==> src/rtl/flyby_dma.sv <==
module flyby_dma #(
  parameter int AW = 24,
  parameter int CW = 16,
  parameter int FCW = 3,
  parameter logic [AW-1:0] WIN_BASE = 'h2000,
  parameter logic [AW-1:0] WIN_SPAN = 'h1000
) (
  input  logic           clk,
  input  logic           rst_n,
  input  logic           cfg_load,
  input  logic [AW-1:0]  cfg_ptr,
  input  logic [CW-1:0]  cfg_count,
  input  logic [FCW-1:0] cfg_fc,
  input  logic [1:0]     cfg_size,
  input  logic           cfg_src_side,
  input  logic           cfg_burst,
  input  logic           cfg_sync2,
  input  logic           cfg_ext_req,
  input  logic           start,
  output logic [AW-1:0]  bus_addr,
  output logic [FCW-1:0] bus_fc,
  output logic [1:0]     bus_siz,
  output logic           bus_as,
  output logic           bus_rw,
  input  logic           bus_dsack,
  input  logic           preq_n,
  output logic           pack_n,
  output logic           pdone_out_n,
  input  logic           pdone_in_n,
  output logic           busy,
  output logic           err
);
  typedef enum logic [1:0] {ST_IDLE, ST_S0, ST_S2, ST_S4} st_t;

  st_t            st;
  logic [AW-1:0]  ptr;
  logic [CW-1:0]  cnt;
  logic [FCW-1:0] fc_r;
  logic [1:0]     siz_r;
  logic           src_r, burst_r, sync2_r, ext_r;
  logic           run, armed, stop, done_p, err_r;
  logic           smp1, smp2;

  always_ff @(negedge clk or negedge rst_n)
    if (!rst_n) begin
      smp1 <= 1'b1;
      smp2 <= 1'b1;
    end else begin
      smp1 <= preq_n;
      smp2 <= smp1;
    end

  logic [2:0]    step;
  logic [CW-1:0] cnt_next;
  logic          req_low, in_win, trig, launch, refuse;

  assign step     = (siz_r == 2'd0) ? 3'd1 : (siz_r == 2'd1) ? 3'd2 : 3'd4;
  assign cnt_next = (cnt > CW'(step)) ? cnt - CW'(step) : '0;
  assign req_low  = sync2_r ? (!smp1 && !smp2) : !smp1;
  assign in_win   = (ptr >= WIN_BASE) && ((ptr - WIN_BASE) < WIN_SPAN);
  assign trig     = run && (!ext_r || (req_low && (burst_r || armed)));
  assign launch   = (st == ST_IDLE) && trig && !in_win;
  assign refuse   = (st == ST_IDLE) && trig && in_win;

  always_ff @(posedge clk or negedge rst_n)
    if (!rst_n) begin
      st      <= ST_IDLE;
      ptr     <= '0;
      cnt     <= '0;
      fc_r    <= '0;
      siz_r   <= '0;
      src_r   <= 1'b0;
      burst_r <= 1'b0;
      sync2_r <= 1'b0;
      ext_r   <= 1'b0;
      run     <= 1'b0;
      armed   <= 1'b1;
      stop    <= 1'b0;
      done_p  <= 1'b0;
      err_r   <= 1'b0;
    end else begin
      done_p <= 1'b0;
      if (!req_low) armed <= 1'b1;
      unique case (st)
        ST_IDLE: begin
          if (!run) begin
            if (cfg_load) begin
              ptr     <= cfg_ptr;
              cnt     <= cfg_count;
              fc_r    <= cfg_fc;
              siz_r   <= cfg_size;
              src_r   <= cfg_src_side;
              burst_r <= cfg_burst;
              sync2_r <= cfg_sync2;
              ext_r   <= cfg_ext_req;
            end
            if (start && cnt != '0) begin
              run   <= 1'b1;
              err_r <= 1'b0;
            end
          end else if (refuse) begin
            err_r <= 1'b1;
            run   <= 1'b0;
          end else if (launch) begin
            st   <= ST_S0;
            stop <= !pdone_in_n;
            if (ext_r && !burst_r) armed <= 1'b0;
          end
        end
        ST_S0: begin
          st <= ST_S2;
          if (!pdone_in_n) stop <= 1'b1;
        end
        ST_S2: begin
          st <= ST_S4;
          if (!pdone_in_n) stop <= 1'b1;
        end
        ST_S4: begin
          if (!pdone_in_n) stop <= 1'b1;
          if (bus_dsack) begin
            st  <= ST_IDLE;
            ptr <= ptr + AW'(step);
            cnt <= cnt_next;
            if (cnt_next == '0) begin
              run    <= 1'b0;
              done_p <= 1'b1;
            end else if (stop || !pdone_in_n) begin
              run <= 1'b0;
            end
          end
        end
        default: st <= ST_IDLE;
      endcase
    end

  assign bus_addr    = ptr;
  assign bus_fc      = fc_r;
  assign bus_siz     = siz_r;
  assign bus_as      = (st == ST_S2) || (st == ST_S4);
  assign bus_rw      = src_r;
  assign pack_n      = !bus_as;
  assign pdone_out_n = !done_p;
  assign busy        = run || (st != ST_IDLE);
  assign err         = err_r;
endmodule


==> config.mk <==
export PLATFORM = sky130hd
export DESIGN_NAME = flyby_dma
export DESIGN_NICKNAME = d
export VERILOG_FILES = /design/src/rtl/flyby_dma.sv
export SDC_FILE = /design/constraint.sdc
export NUM_CORES = 1
export LEC_CHECK = 0
export CAP_MARGIN = 40
export CELL_PAD_IN_SITES_DETAIL_PLACEMENT = 2
export CELL_PAD_IN_SITES_GLOBAL_PLACEMENT = 2
export CORE_MARGIN = 3
export CORE_UTILIZATION = 29
export DETAILED_ROUTE_END_ITERATION = 10
export PLACE_DENSITY_LB_ADDON = 0.1
export SYNTH_ARGS = -nofsm -noshare
export SYNTH_HDL_FRONTEND = slang
export SYNTH_SLANG_ARGS = --single-unit
==> constraint.sdc <==
create_clock -name clk -period 3.6 [get_ports clk]
set_clock_uncertainty 0.2 [all_clocks]
set_input_delay 0.72 -clock clk [delete_from_list [all_inputs] [get_ports clk]]
set_output_delay 0.72 -clock clk [all_outputs]
set_load 0.05 [all_outputs]
### Word-level counts from Yosys, hierarchy flattened

Cells that the tools add are included.
W data, S select, Z words.

| cells by class | value |
|---|---|
| add/sub/neg operators | 3 |
| $lt $le $gt $ge | 3 |
| eq/ne operators | 13 |
| multiplexer cells | 41 |
| bitwise gates (word level) | 1 |
| reduce and logical (&&, ||, !) cells | 36 |

Operators by type and width:

| cell | number |
|---|---|
| $mux W24 | 3 |
| $mux W16 | 4 |
| $pmux W24 S2 | 1 |
| $pmux W16 S2 | 1 |
| $add A24 B3 Y24 | 1 |
| $ge A24 B14 Y1 const B | 1 |
| $lt A24 B13 Y1 const B | 1 |
| $sub A24 B14 Y24 const B | 1 |
| $mux W1 | 23 |
| $gt A16 B3 Y1 | 1 |
| $logic_not A16 Y1 | 1 |
| $reduce_bool A16 Y1 | 1 |
| $sub A16 B3 Y16 | 1 |
| $ne A2 B2 Y1 const B | 7 |
| $reduce_and A4 Y1 | 3 |
| $logic_and A1 B1 Y1 | 9 |
| $reduce_and A3 Y1 | 3 |
| $logic_not A1 Y1 | 8 |
| $mux W2 | 4 |
| $pmux W2 S4 | 1 |
| $mux W3 | 2 |
| $reduce_bool A2 Y1 | 3 |
| $logic_or A1 B1 Y1 | 5 |
| $eq A2 B1 Y1 const B | 2 |
| other kinds (7) | 10 |

| word-level totals | value |
|---|---|
| bits in registers | 58 |
| input bits | 56 |
| output and inout port bits | 35 |
| word-level logic and storage cells | 113 |

### Depth between registers and ports, before layout

| logic depth | value |
|---|---|
| depth after elaboration | 12 |
| gate-level depth with buffers | 11 |

==> impl_metrics.csv <==
group,metric,value,unit
final_layout,diodes,0,
clock_tree,holdBufCountCts,0,
power_and_ir_drop,vdd_drop_max,0.4470,mV
final_layout,area_growth_syn_to_layout,38.25,%
floorplan,ios,91,
global_route,grt_pass1_wl,22.05,mm
floorplan,dieArea,14140,um^2
timing,rsz0062_at_grt,"no",
worst_setup_path,timing.rr.end,"st[1]$_DFFE_PN0P_",
worst_setup_path,cpMostUsedCell,"nand2_1",
floorplan,die_height,118.9,um
flow_run,max-cap-violations,0,
detailed_routing,drc,0,
synthesis,synth_cell_types,60,
final_layout,nets,576,
timing,slew_headroom,0.5718,
global_route,grt_max_degree,36,
floorplan,core_area,12210,um^2
clock_tree,clock_latency,0.39,ns
synthesis,yosysWarnings,0,
detailed_routing,vias,3615,
final_layout,post-route-util,0.4184,
hold_path,holdPathStages,0,
detailed_routing,antenna_left,0,
timing,worstMarginPinSlew,0.6408,ns
detailed_routing,routedWlPerCell,19.29,um
synthesis,yosys-top-cells-count,"dfrtp_1, nand2_1, a21oi_1, o21ai_0, nor2_1",
power_and_ir_drop,p_leak,2.126,nW
worst_setup_path,cp_slowest_stage_delay,0.51,ns
worst_setup_path,crit_chain,"a21o_1 > o21ai_2 > nand2_1 > o21ai_1 > nand2_1 > mux2_2",
clock_tree,clk_pin_slew,0.06,ns
timing,slew_violations,0,
placed_design,finalWeightedCongestion,0.8374,
clock_tree,h-tree-depth,3,
synthesis,syn_area,3696,um^2
synthesis,synth_top_area_cell,"dfrtp_1",
worst_setup_path,arrival,3.51,ns
floorplan,die_w,118.9,um
worst_setup_path,cp_max_fo,2,
synthesis,syn_nets,489,
clock_tree,cts_sinks,58,
global_route,grt_antenna_before_repair,1,
worst_setup_path,cp.required,3.63,ns
timing,finalSetupViolCount,0,
synthesis,synth_top_cell_area_share,0.3724,
placed_design,place_hpwl,9.540,mm
synthesis,synth.most_common_cell,"dfrtp_1",
worst_setup_path,startpoint,"smp2$_DFF_NN1_",
synthesis,synth_edf_count,0,
final_layout,final_layout_size_suffix_gt1_frac,0.1096,
worst_setup_path,critical_path_class,"reg2reg",
hold_path,min_from,"smp1$_DFF_NN1_",
floorplan,start_util,0.3027,
detailed_routing,firstDrtPassIters,4,
synthesis,async_flop_share,1.000,
detailed_routing,wl_met3,454,um
detailed_routing,routed_wl,13.10,mm
synthesis,ys_seq_elements,58,
worst_setup_path,reg2reg_from,"smp2$_DFF_NN1_",
detailed_routing,top_layer_used,"met5",
synthesis,synth.area.top_cells,"dfrtp_1, nand2_1, mux2i_1",
clock_tree,cts_tree,"yes",
timing,finalSetupTns,0,ns
detailed_routing,vias_per_cell,5.324,
timing,fin_hold_ws,0.1679,ns
detailed_routing,met1_length,5.711,mm
worst_setup_path,r2r_slack,0.12,ns
detailed_routing,dr.first_iter.drc_count,171,
placed_design,portBuffers,90,
synthesis,avgSynthCellArea,8.821,um^2
detailed_routing,wl_met2,6.773,mm
worst_setup_path,worstRegToRegCells,6,
global_route,gr-total-overflow,0,
clock_tree,cts_buffer_depth,2,
worst_setup_path,slowest_stage,"dfstp_2",
clock_tree,cts_buffers,9,
floorplan,row_count,40,
hold_path,hold_path_class,"reg2reg",
synthesis,syn_inst,419,
synthesis,synth-seq-area-share,0.3937,
worst_setup_path,cp-start-kind,"flip-flop",
worst_setup_path,cp-end-kind,"flip-flop",
power_and_ir_drop,power.density,1098,nW/um^2
global_route,first_global_vias,4179,
global_route,grt_usage,0.1967,
worst_setup_path,crit_path_end,"st[1]$_DFFE_PN0P_",
synthesis,synth_ff_type,"dfrtp_1",
status,outcome,"finished clean",
timing,hold_viol,0,
clock_tree,cts-root-buf,"clkbuf_16",
==> cells in the final DEF, fill, tap and decap left out, types with 9 or more instances in the layout <==
| master | instances |
|---|---|
| nor2_1 | 28 |
| o22ai_1 | 17 |
| clkbuf_16 | 9 |
| ha_1 | 12 |
| nand3_1 | 12 |
| o21ai_0 | 27 |
| mux2i_1 | 16 |
| dfrtp_1 | 55 |
| clkdlybuf4s50_1 | 88 |
| inv_1 | 21 |
| nand2_1 | 47 |
| nand4_1 | 9 |
| mux2_2 | 11 |
| buf_4 | 9 |
| a21oi_1 | 31 |
| nor3_1 | 13 |
==> through the flow <==
step	cells	worst slack, ns	instance area [um^2]	power (mW)
after floorplan	419	0.2116	3696	3.561
after global routing	679	0.006990	5110	6.090
after CTS	679	0.03805	5106	5.690
after global placement	662	0.1203	4782	4.560
final	679	0.1165	5110	5.611
after detailed placement	662	0.1034	4782	4.685
==> layer usage <==
metal,global-route usage,up-vias
met5,0,-
met4,0.04562,2
met3,0.05318,11
met2,0.3474,52
met1,0.2386,1835
li1,-,1715
==> flip-flops by register name (all words and copies together), names as in the netlist <==
register	flops
bus_rw	1
sync2_r	1
bus_fc	3
stop	1
ext_r	1
done_p	1
bus_siz	2
cnt	16
err	1
st	2
run	1
burst_r	1
smp1	1
armed	1
bus_addr	24
smp2	1
==> worst min-delay path by stage <==
stage / slack [ns] / end
2_1_floorplan: 0.15 / smp2$_DFF_NN1_
3_3_place_gp: 0.16 / smp2$_DFF_NN1_
3_5_place_dp: 0.16 / smp2$_DFF_NN1_
4_1_cts: 0.18 / smp2$_DFF_NN1_
5_1_grt: 0.18 / smp2$_DFF_NN1_
6_report: 0.17 / smp2$_DFF_NN1_
==> logic make-up after synthesis <==
| logic type | share of synthesized area |
|---|---|
| DFF | 0.3937 |
| muxes | 0.07684 |
| adders and majority gates | 0.05146 |
| and+or+nand+nor | 0.2126 |
| AOI/OAI and AO/OA | 0.2092 |
| xor gates and xnor gates | 0.009480 |
| buffers and inverters | 0.04671 |
==> where the power goes <==
part | switching [mW] | internal [mW] | leakage (nW)
sequential | 0.442 | 0.973 | 0.697
combinational | 2.04 | 1.19 | 1.26
clock | 0.331 | 0.625 | 0.166
==> final cells by class <==
type | instances | area (um^2)
repair buffers | 99 | 973.4
multi-input cells | 317 | 2072
clock inverters | 7 | 85.08
inverters | 19 | 71.32
well taps | 168 | 210.2
clock buffers | 11 | 242.7
fillers | 1384 | 7102
flip-flops and latches | 58 | 1455
==> worst max-delay path: cells and delay by family, from the launching register on <==
family / cells / cell delay, ns
muxes: 1 / 0.33
DFF: 1 / 0.51
and+or+nand+nor: 2 / 0.20
AOI/OAI and AO/OA: 3 / 0.27
==> repair_timing <==
action,4_1_cts,5_1_grt
setup buffers,0,0
setup endpoints to repair,0,3
gates resized for setup,0,3
Power figures use the tool's default switching activity.
